### src/rtl/dspace_alias_pkg.sv
package dspace_alias_pkg;

  typedef enum logic [1:0] {
    REGION_GPR     = 2'd0,
    REGION_SPECIAL = 2'd1,
    REGION_RAM     = 2'd2
  } region_e;

  // Special window slot order; the address decoder relies on it.
  localparam int SLOT_PAGE_D = 0;
  localparam int SLOT_PAGE_X = 1;
  localparam int SLOT_PAGE_Y = 2;
  localparam int SLOT_PAGE_Z = 3;
  localparam int SLOT_EXT    = 4;
  localparam int SLOT_SP_LO  = 5;
  localparam int SLOT_SP_HI  = 6;
  localparam int SLOT_STATUS = 7;

  localparam int NUM_SLOTS      = 8;
  localparam int NUM_PAGE_REGS  = 5;
  localparam int NUM_STRAPPED   = 4;

endpackage

### src/rtl/dspace_region_decode.sv
module dspace_region_decode
  import dspace_alias_pkg::*;
#(
  parameter int ADDR_W       = 16,
  parameter int NUM_GPR      = 32,
  parameter int SPECIAL_BASE = 32'h58
) (
  input  logic [ADDR_W-1:0]          addr,
  output region_e                    region,
  output logic [$clog2(NUM_GPR)-1:0] gpr_idx,
  output logic [2:0]                 slot_idx
);

  localparam int GPR_IDX_W = $clog2(NUM_GPR);
  localparam logic [ADDR_W-1:0] GPR_LIMIT  = ADDR_W'(NUM_GPR);
  localparam logic [ADDR_W-1:0] SPEC_BASE  = ADDR_W'(SPECIAL_BASE);
  localparam logic [ADDR_W-1:0] SPEC_COUNT = ADDR_W'(NUM_SLOTS);

  logic [ADDR_W-1:0] spec_off;

  always_comb begin
    spec_off = addr - SPEC_BASE;
    gpr_idx  = addr[GPR_IDX_W-1:0];
    slot_idx = spec_off[2:0];
    if (addr < GPR_LIMIT) begin
      region = REGION_GPR;
    end else if (spec_off < SPEC_COUNT) begin
      region = REGION_SPECIAL;
    end else begin
      region = REGION_RAM;
    end
  end

endmodule

### src/rtl/dspace_gpr_bank.sv
module dspace_gpr_bank #(
  parameter int NUM_GPR = 32,
  parameter int DATA_W  = 8
) (
  input  logic                       clk,
  input  logic                       rst_n,
  input  logic                       wr_en,
  input  logic [$clog2(NUM_GPR)-1:0] acc_idx,
  input  logic [DATA_W-1:0]          wr_data,
  output logic [DATA_W-1:0]          acc_rdata,
  input  logic [$clog2(NUM_GPR)-1:0] core_idx,
  output logic [DATA_W-1:0]          core_rdata
);

  localparam int IDX_W = $clog2(NUM_GPR);

  logic [DATA_W-1:0] gpr_q [NUM_GPR];

  for (genvar g = 0; g < NUM_GPR; g++) begin : g_reg
    always_ff @(posedge clk or negedge rst_n) begin
      if (!rst_n) begin
        gpr_q[g] <= '0;
      end else if (wr_en && (acc_idx == IDX_W'(g))) begin
        gpr_q[g] <= wr_data;
      end
    end
  end

  assign acc_rdata  = gpr_q[acc_idx];
  assign core_rdata = gpr_q[core_idx];

endmodule

### src/rtl/dspace_special_bank.sv
module dspace_special_bank
  import dspace_alias_pkg::*;
#(
  parameter int DATA_W     = 8,
  parameter int PAGE_W     = 24,
  parameter int PAGE_SHIFT = 16,
  parameter int SP_W       = 16
) (
  input  logic                              clk,
  input  logic                              rst_n,
  input  logic                              wr_en,
  input  logic [2:0]                        slot,
  input  logic [DATA_W-1:0]                 wr_data,
  input  logic [NUM_STRAPPED-1:0]           page_strap,
  input  logic                              sp16_strap,
  output logic [DATA_W-1:0]                 rd_data,
  output logic [NUM_PAGE_REGS*PAGE_W-1:0]   page_flat,
  output logic [SP_W-1:0]                   sp_out,
  output logic [DATA_W-1:0]                 status_out
);

  logic [PAGE_W-1:0] page_q    [NUM_PAGE_REGS];
  logic [DATA_W-1:0] page_byte [NUM_PAGE_REGS];
  logic [SP_W-1:0]   sp_q;
  logic [DATA_W-1:0] status_q;

  for (genvar p = 0; p < NUM_PAGE_REGS; p++) begin : g_page
    logic allow;
    if (p < NUM_STRAPPED) begin : g_strapped
      assign allow = page_strap[p];
    end else begin : g_free
      assign allow = 1'b1;
    end

    always_ff @(posedge clk or negedge rst_n) begin
      if (!rst_n) begin
        page_q[p] <= '0;
      end else if (wr_en && allow && (slot == 3'(p))) begin
        page_q[p] <= PAGE_W'(wr_data) << PAGE_SHIFT;
      end
    end

    assign page_byte[p] = page_q[p][PAGE_SHIFT +: DATA_W];
    assign page_flat[p*PAGE_W +: PAGE_W] = page_q[p];
  end

  always_ff @(posedge clk or negedge rst_n) begin
    if (!rst_n) begin
      sp_q     <= '0;
      status_q <= '0;
    end else if (wr_en) begin
      if (slot == 3'(SLOT_SP_LO)) begin
        sp_q[DATA_W-1:0] <= wr_data;
      end
      if ((slot == 3'(SLOT_SP_HI)) && sp16_strap) begin
        sp_q[SP_W-1:DATA_W] <= wr_data;
      end
      if (slot == 3'(SLOT_STATUS)) begin
        status_q <= wr_data;
      end
    end
  end

  always_comb begin
    rd_data = '0;
    for (int i = 0; i < NUM_PAGE_REGS; i++) begin
      if (slot == 3'(i)) begin
        rd_data = page_byte[i];
      end
    end
    if (slot == 3'(SLOT_SP_LO)) rd_data = sp_q[DATA_W-1:0];
    if (slot == 3'(SLOT_SP_HI)) rd_data = sp_q[SP_W-1:DATA_W];
    if (slot == 3'(SLOT_STATUS)) rd_data = status_q;
  end

  assign sp_out     = sp_q;
  assign status_out = status_q;

endmodule

### src/rtl/dspace_alias_decoder.sv
module dspace_alias_decoder
  import dspace_alias_pkg::*;
#(
  parameter int ADDR_W        = 16,
  parameter int DATA_W        = 8,
  parameter int NUM_GPR       = 32,
  parameter int IO_ALIAS_BASE = 32'h38,
  parameter int PAGE_W        = 24,
  parameter int PAGE_SHIFT    = 16,
  parameter int SP_W          = 16
) (
  input  logic                       clk,
  input  logic                       rst_n,
  input  logic                       strap_page_d,
  input  logic                       strap_page_x,
  input  logic                       strap_page_y,
  input  logic                       strap_page_z,
  input  logic                       strap_sp16,
  input  logic                       req_valid,
  output logic                       req_ready,
  input  logic                       req_write,
  input  logic [ADDR_W-1:0]          req_addr,
  input  logic [DATA_W-1:0]          req_wdata,
  output logic                       rsp_valid,
  output logic [DATA_W-1:0]          rsp_data,
  output logic                       ram_valid,
  input  logic                       ram_ready,
  output logic                       ram_write,
  output logic [ADDR_W-1:0]          ram_addr,
  output logic [DATA_W-1:0]          ram_wdata,
  input  logic                       ram_rsp_valid,
  input  logic [DATA_W-1:0]          ram_rsp_data,
  input  logic [$clog2(NUM_GPR)-1:0] core_gpr_sel,
  output logic [DATA_W-1:0]          core_gpr_data,
  output logic [PAGE_W-1:0]          page_d,
  output logic [PAGE_W-1:0]          page_x,
  output logic [PAGE_W-1:0]          page_y,
  output logic [PAGE_W-1:0]          page_z,
  output logic [PAGE_W-1:0]          page_ext,
  output logic [SP_W-1:0]            stack_ptr,
  output logic [DATA_W-1:0]          status_byte
);

  localparam int GPR_IDX_W    = $clog2(NUM_GPR);
  localparam int SPECIAL_BASE = IO_ALIAS_BASE + NUM_GPR;

  region_e                         region;
  logic [GPR_IDX_W-1:0]            gpr_idx;
  logic [2:0]                      slot_idx;
  logic                            is_reg;
  logic                            accept;
  logic                            gpr_we;
  logic                            spec_we;
  logic [DATA_W-1:0]               gpr_rdata;
  logic [DATA_W-1:0]               spec_rdata;
  logic [NUM_PAGE_REGS*PAGE_W-1:0] page_flat;
  logic                            reg_rsp_valid_q;
  logic [DATA_W-1:0]               reg_rsp_data_q;

  dspace_region_decode #(
    .ADDR_W       (ADDR_W),
    .NUM_GPR      (NUM_GPR),
    .SPECIAL_BASE (SPECIAL_BASE)
  ) u_decode (
    .addr     (req_addr),
    .region   (region),
    .gpr_idx  (gpr_idx),
    .slot_idx (slot_idx)
  );

  assign is_reg    = (region != REGION_RAM);
  assign req_ready = is_reg | ram_ready;
  assign accept    = req_valid & req_ready;
  assign gpr_we    = accept & req_write & (region == REGION_GPR);
  assign spec_we   = accept & req_write & (region == REGION_SPECIAL);

  assign ram_valid = req_valid & ~is_reg;
  assign ram_write = req_write;
  assign ram_addr  = req_addr;
  assign ram_wdata = req_wdata;

  dspace_gpr_bank #(
    .NUM_GPR (NUM_GPR),
    .DATA_W  (DATA_W)
  ) u_gpr (
    .clk        (clk),
    .rst_n      (rst_n),
    .wr_en      (gpr_we),
    .acc_idx    (gpr_idx),
    .wr_data    (req_wdata),
    .acc_rdata  (gpr_rdata),
    .core_idx   (core_gpr_sel),
    .core_rdata (core_gpr_data)
  );

  dspace_special_bank #(
    .DATA_W     (DATA_W),
    .PAGE_W     (PAGE_W),
    .PAGE_SHIFT (PAGE_SHIFT),
    .SP_W       (SP_W)
  ) u_special (
    .clk        (clk),
    .rst_n      (rst_n),
    .wr_en      (spec_we),
    .slot       (slot_idx),
    .wr_data    (req_wdata),
    .page_strap ({strap_page_z, strap_page_y, strap_page_x, strap_page_d}),
    .sp16_strap (strap_sp16),
    .rd_data    (spec_rdata),
    .page_flat  (page_flat),
    .sp_out     (stack_ptr),
    .status_out (status_byte)
  );

  assign page_d   = page_flat[SLOT_PAGE_D*PAGE_W +: PAGE_W];
  assign page_x   = page_flat[SLOT_PAGE_X*PAGE_W +: PAGE_W];
  assign page_y   = page_flat[SLOT_PAGE_Y*PAGE_W +: PAGE_W];
  assign page_z   = page_flat[SLOT_PAGE_Z*PAGE_W +: PAGE_W];
  assign page_ext = page_flat[SLOT_EXT*PAGE_W +: PAGE_W];

  always_ff @(posedge clk or negedge rst_n) begin
    if (!rst_n) begin
      reg_rsp_valid_q <= 1'b0;
      reg_rsp_data_q  <= '0;
    end else begin
      reg_rsp_valid_q <= accept & ~req_write & is_reg;
      if (accept & ~req_write & is_reg) begin
        reg_rsp_data_q <= (region == REGION_GPR) ? gpr_rdata : spec_rdata;
      end
    end
  end

  assign rsp_valid = reg_rsp_valid_q | ram_rsp_valid;
  assign rsp_data  = reg_rsp_valid_q ? reg_rsp_data_q : ram_rsp_data;

endmodule

### config.mk
export PLATFORM = sky130hd
export DESIGN_NAME = dspace_alias_decoder
export DESIGN_NICKNAME = d
export VERILOG_FILES = /design/src/rtl/dspace_alias_pkg.sv /design/src/rtl/dspace_region_decode.sv /design/src/rtl/dspace_gpr_bank.sv /design/src/rtl/dspace_special_bank.sv /design/src/rtl/dspace_alias_decoder.sv
export SDC_FILE = /design/constraint.sdc
export NUM_CORES = 1
export LEC_CHECK = 0
export BUFFER_PORTS_ARGS = -buffer_cell sky130_fd_sc_hd__buf_2
export CAP_MARGIN = 20
export CORE_MARGIN = 10
export CORE_UTILIZATION = 35
export CTS_CLUSTER_SIZE = 10
export DETAILED_ROUTE_END_ITERATION = 16
export PLACE_DENSITY_LB_ADDON = 0.08
export SLEW_MARGIN = 5
export SYNTH_ARGS = -nofsm -noshare
export SYNTH_HDL_FRONTEND = slang
export SYNTH_SLANG_ARGS = --single-unit
### constraint.sdc
create_clock -name clk -period 3.5 [get_ports clk]
set_clock_uncertainty 0.2 [all_clocks]
set_input_delay 0.7 -clock clk [delete_from_list [all_inputs] [get_ports clk]]
set_output_delay 0.7 -clock clk [all_outputs]
set_load 0.05 [all_outputs]
==> results_dict.tcl, run 1 <==
set metrics [dict create \
    async_flop_share_pct 100 \
    start_util_pct 35.4 \
    fillerInstances 4799 \
    endpoint_kind "primary output" \
    multi_input_area_sq_um 9170 \
    avgViaCountPerCell 5.47 \
    die_area_sq_um 61700 \
    fin_area_sq_um 22100 \
    cts_max_level 2 \
    drt_pass1_iterations 5 \
    ff2ff_path_depth 6 \
    die_w_um 248 \
    hold-worst-slack_ns 0.320 \
    placed_area_sq_um 20600 \
    outcome "finished, violations left" \
    synth_top_area_share_pct 45.1 \
    yosysWarnings 0 \
    ant_nets 0 \
    path_common_cell "buf_12" \
    power_mw 8.90 \
    max_stage_delay_ns 0.55 \
    vias 12100 \
    synth_area_per_cell_sq_um 14.2 \
    startpoint "core_gpr_sel[0]" \
    fin_crit_ns 3.64 \
    final_layout_size_suffix_gt1_share_pct 57.5 \
    cts_max_path_buffers 3 \
    antenna_found_initial 4 \
    overflow 0 \
    clk_latency_ns 0.57 \
    first_iter_violations 716 \
    drc 0 \
    port_buffers 155 \
    syn_area_sq_um 18200 \
    setup_viol_count_final 9 \
    maxSlewViolCount 0 \
    final_cells 2215 \
    ys_ff_latch 329 \
    register_area_sq_um 8230 \
    io_pins 236 \
    netlist_instances 1287 \
    power_density_nw_per_um2 403 \
    yosys.area.top_type "dfrtp_1" \
    leakagePower_nw 10.7 \
    clock-sinks 329 \
    fin_util_pct 42.9 \
    cts-root-buf "clkbuf_16" \
    grt_pass1_vias 12700 \
    required_ns 2.60 \
    wl_per_cell_um 28.3 \
    critPathArrivalTime_ns 2.74 \
    slew_headroom_pct 49.2 \
    pre_cts_ws_ns -0.321 \
    grt_max_degree 99 \
    synthToLayoutAreaGrowth_pct 21.2 \
    cts-buffers-inserted 42 \
    max-cap-violations 0 \
    dp.final_hpwl_um 43200 \
    synth_edf_count 0 \
    finalCritPeriodShare_pct 104 \
    tightest_slew_ns 0.759 \
    crit_fanout 6 \
    coreArea_sq_um 51500 \
    violations "setup timing" \
    synth_seq_area_share_pct 45.1 \
    synthFlopType "dfrtp_1" \
    rsz0062_at_grt "yes" \
    crit_end "core_gpr_data[4]" \
    ir_drop_uv 287 \
    diodes 0 \
    hp-class "register to register" \
    cts_tree "done" \
    place_inst 2142 \
    layout.nets 1561 \
    synth_common_cells "mux2_2, dfrtp_1, mux4_2" \
    yosysUniqueCellTypes 58 \
    r2r_slack_ns 0.92 \
    timing.fmax_mhz 275 \
    tns_ns -0.758 \
    cpMaxStageDelayCell "mux4_2" \
    crit_type "primary input to primary output" \
    r2r-end "reg_rsp_data_q[3]$_DFFE_PN0P_" \
    finalWorstSetupSlack_ns -0.138 \
    synth.most_common_cell "mux2_2" \
    grt_pass1_wl_um 92100 \
    worst_setup_path_start_kind "primary input" \
    drt-total-wl_um 62800 \
    hold_viol 0 \
    die_h_um 248 \
    reg2reg_from "u_gpr.gpr_q[227]$_DFFE_PN0P_" \
    place.gp.congestion 0.784 \
    synth.area.top_cells "dfrtp_1, mux2_2, mux4_2" \
    clkTransAtPathRegs_ns 0.05 \
    worstPathCellList "buf_12 -> buf_12 -> buf_12 -> buf_6 -> mux4_2 -> mux4_2 -> mux2_4 -> buf_8" \
    min_from "u_special.sp_out[8]$_DFFE_PN0P_" \
    track_usage_pct 20.3 \
    rows 83 \
]
-- final cells by class --
class | count | share of cell area, %
Clock buffer | 62 | 5.64
Clock inverter | 5 | 0.130
Inverter | 7 | 0.119
Multi-Input combinational cell | 828 | 41.4
Sequential cell | 329 | 37.2
Tap cell | 680 | 3.85
Timing Repair Buffer | 304 | 11.6
-- where the power goes --
group	total (mW)	leakage, nW	internal, mW	switching [mW]
combinational	0.978	5.45	0.260	0.718
clock	4.12	0.633	2.44	1.68
sequential	3.81	4.58	3.81	0.00126
-- worst max-delay path: cells and delay by family --
| kind | cells | cell delay [ns] |
|---|---|---|
| mux | 3 | 1.39 |
| buf+inv | 5 | 0.64 |
-- worst min-delay path by stage --
stage                                            to  slack (ns)  cells past startpoint
floorplan             reg_rsp_data_q[0]$_DFFE_PN0P_        0.20                      0
global placement       u_gpr.gpr_q[104]$_DFFE_PN0P_        0.30                      1
detailed placement     u_gpr.gpr_q[203]$_DFFE_PN0P_        0.31                      1
CTS                    u_gpr.gpr_q[171]$_DFFE_PN0P_        0.32                      1
global route           u_gpr.gpr_q[138]$_DFFE_PN0P_        0.34                      1
finish              u_special.sp_out[8]$_DFFE_PN0P_        0.32                      1
-- repair_timing --
action | 4_1_cts | 5_1_grt
hold buffers | 1 | 0
setup buffers | 6 | 2
endpoints found under the setup margin | 10 | 10
pin swaps | 2 | 2
endpoints found under the hold margin | 38 | 0
cloned | 1 | 0
resized for setup | 52 | 5
-- logic make-up after synthesis --
| family | Yosys count | synth area share (%) |
|---|---|---|
| other cells | 1 | 0.0206 |
| simple gates | 120 | 4.20 |
| buf+inv | 209 | 6.62 |
| mux | 523 | 40.0 |
| flops | 329 | 45.1 |
| fa+ha+maj | 1 | 0.0686 |
| compound gates | 103 | 3.90 |
| xor+xnor | 1 | 0.0480 |
-- placed cells by master (no fill, tap or decap), drive strengths merged, types with 18 or more instances in the layout --
cell,instances
mux4,130
mux2,353
buf,303
o22ai,18
mux2i,40
o21ai,22
nor3,18
dfrtp,329
conb,80
clkbuf,62
nand2,47
-- routing by layer --
metal  vias to the layer above  share of wire, %  global-route usage [%]
li1                       5196                 -                       -
met1                      6520                44                    27.8
met2                       336                48                    32.8
met3                        63               6.2                    4.34
met4                         0               1.6                    4.12
met5                         -                 0                       0
-- flip-flops by register name, indices dropped and copies added (netlist names) --
| register | cells |
|---|---|
| u_gpr.gpr_q | 256 |
| u_special.page_flat | 40 |
| u_special.sp_out | 16 |
| reg_rsp_data_q | 8 |
| u_special.status_out | 8 |
| reg_rsp_valid_q | 1 |
(Power assumes the default switching activity.)
==> run 2, diff against run 1 <==
--- a/config.mk
+++ b/config.mk
@@ -11,6 +11,7 @@
 export CORE_UTILIZATION = 35
 export CTS_CLUSTER_SIZE = 10
 export DETAILED_ROUTE_END_ITERATION = 16
+export MAX_ROUTING_LAYER = met4
 export PLACE_DENSITY_LB_ADDON = 0.08
 export SLEW_MARGIN = 5
 export SYNTH_ARGS = -nofsm -noshare
==> run 2 against run 1 <==
- the run still ends with setup timing left
- die area unchanged
- first-iteration DRC count increased by 1.1%
- routed wire length about the same
- largest power group unchanged
==> results_dict.tcl, run 2 (same netlist as run 1, synthesis figures left out) <==
set metrics [dict create \
    port_buffers 155 \
    violations "setup timing" \
    ff2ff_path_depth 6 \
    maxSlewViolCount 0 \
    first_iter_violations 724 \
    grt_pass1_vias 12600 \
    wl_per_cell_um 28.4 \
    start_util_pct 35.4 \
    avgViaCountPerCell 5.47 \
    drt_pass1_iterations 5 \
    drc 0 \
    fillerInstances 4799 \
    finalCritPeriodShare_pct 104 \
    tightest_slew_ns 0.749 \
    place_inst 2142 \
    hold-worst-slack_ns 0.320 \
    required_ns 2.60 \
    top_register "u_gpr.gpr_q" \
    ir_drop_uv 289 \
    cts-root-buf "clkbuf_16" \
    cts_tree "done" \
    die_w_um 248 \
    hold_path_depth 1 \
    worst_setup_path_start_kind "primary input" \
    drt-total-wl_um 62800 \
    min_from "u_special.sp_out[8]$_DFFE_PN0P_" \
    cts_max_path_buffers 3 \
    crit_type "primary input to primary output" \
    grt_pass1_wl_um 92000 \
    rsz0062_at_grt "yes" \
    overflow 0 \
    layout_common_cells "mux2_2, dfrtp_1, buf_2, mux4_2, buf_4" \
    slew_headroom_pct 49.9 \
    synthToLayoutAreaGrowth_pct 21.2 \
    hold_viol 0 \
    register_area_sq_um 8230 \
    layout_commonest_cell "mux2_2" \
    die_h_um 248 \
    final_cells 2215 \
    timing.fmax_mhz 275 \
    clkTransAtPathRegs_ns 0.05 \
    outcome "finished, violations left" \
    grt_max_degree 99 \
    hold_path_end "u_special.sp_out[8]$_DFFE_PN0P_" \
    largest_register_ff_count 256 \
    critPathArrivalTime_ns 2.74 \
    endpoint_kind "primary output" \
    hp-class "register to register" \
    die_area_sq_um 61700 \
    setup_viol_count_final 9 \
    final_layout_size_suffix_gt1_share_pct 57.5 \
    leakagePower_nw 10.7 \
    reg2reg_from "u_gpr.gpr_q[227]$_DFFE_PN0P_" \
    clk_latency_ns 0.57 \
    cts-buffers-inserted 42 \
    diodes 0 \
    coreArea_sq_um 51500 \
    max-cap-violations 0 \
    power_mw 8.90 \
    vias 12100 \
    place.gp.congestion 0.794 \
    rows 83 \
    power_density_nw_per_um2 402 \
    ant_nets 0 \
    pre_cts_ws_ns -0.321 \
    multi_input_area_sq_um 9170 \
    fin_util_pct 42.9 \
    r2r-end "reg_rsp_data_q[3]$_DFFE_PN0P_" \
    io_pins 236 \
    r2r_slack_ns 0.91 \
    antenna_found_initial 3 \
    fin_crit_ns 3.64 \
    crit_fanout 6 \
    layout.nets 1561 \
    finalWorstSetupSlack_ns -0.137 \
    dp.final_hpwl_um 43200 \
    cts_max_level 2 \
    clock-sinks 329 \
    track_usage_pct 20.9 \
]
[run 2: worst max-delay path by stage]
stage | slack (ns) | to | start | cells after the start
6_report | -0.14 | core_gpr_data[4] | core_gpr_sel[0] | 8
3_5_place_dp | -0.32 | ram_valid | req_addr[11] | 8
2_1_floorplan | -0.009 | ram_valid | req_addr[11] | 5
3_3_place_gp | -0.29 | ram_valid | req_addr[11] | 8
5_1_grt | -0.15 | core_gpr_data[4] | core_gpr_sel[0] | 8
4_1_cts | -0.15 | core_gpr_data[4] | core_gpr_sel[0] | 8
[run 2: what timing repair did]
item | 4_1_cts | 5_1_grt
buffers inserted | 6 | 2
gates resized for setup | 52 | 5
pin swaps | 2 | 2
gates cloned | 1 | 0
setup endpoints to repair | 10 | 10
hold endpoints to repair | 38 | 0
hold buffers | 1 | 0
[run 2: stage by stage]
step	TNS, ns	area (sq um)
2_1_floorplan	-0.00910	18600
3_3_place_gp	-43.58	20600
3_5_place_dp	-46.49	20600
4_1_cts	-0.968	22200
5_1_grt	-1.05	22100
6_report	-0.709	22100
[run 2: worst max-delay path, cell delays in order]
cell and delay (ns):
buf_12 0.09, buf_12 0.14, buf_12 0.15, buf_6 0.10, mux4_2 0.49, mux4_2 0.55
mux2_4 0.35, buf_8 0.16
[run 2: cell type report]
class | count | share of cell area (%)
Timing Repair Buffer | 304 | 11.6
Sequential cell | 329 | 37.2
Tap cell | 680 | 3.85
Inverter | 7 | 0.119
Multi-Input combinational cell | 828 | 41.4
Clock buffer | 62 | 5.64
Clock inverter | 5 | 0.130
[run 2: per-layer routing]
metal | wire (um) | GRT usage, % | up-vias | share of wire, %
li1 | - | - | 5178 | -
met1 | 27500 | 27.7 | 6509 | 44
met2 | 30300 | 32.9 | 357 | 48
met3 | 4040 | 4.28 | 67 | 6.4
met4 | 1050 | 4.21 | 0 | 1.7
met5 | 0 | - | - | 0
[run 2: where the power goes]
| group | switching, mW | total [mW] | internal [mW] |
|---|---|---|---|
| combinational | 0.719 | 0.979 | 0.260 |
| clock | 1.67 | 4.11 | 2.44 |
| sequential | 0.00126 | 3.81 | 3.81 |
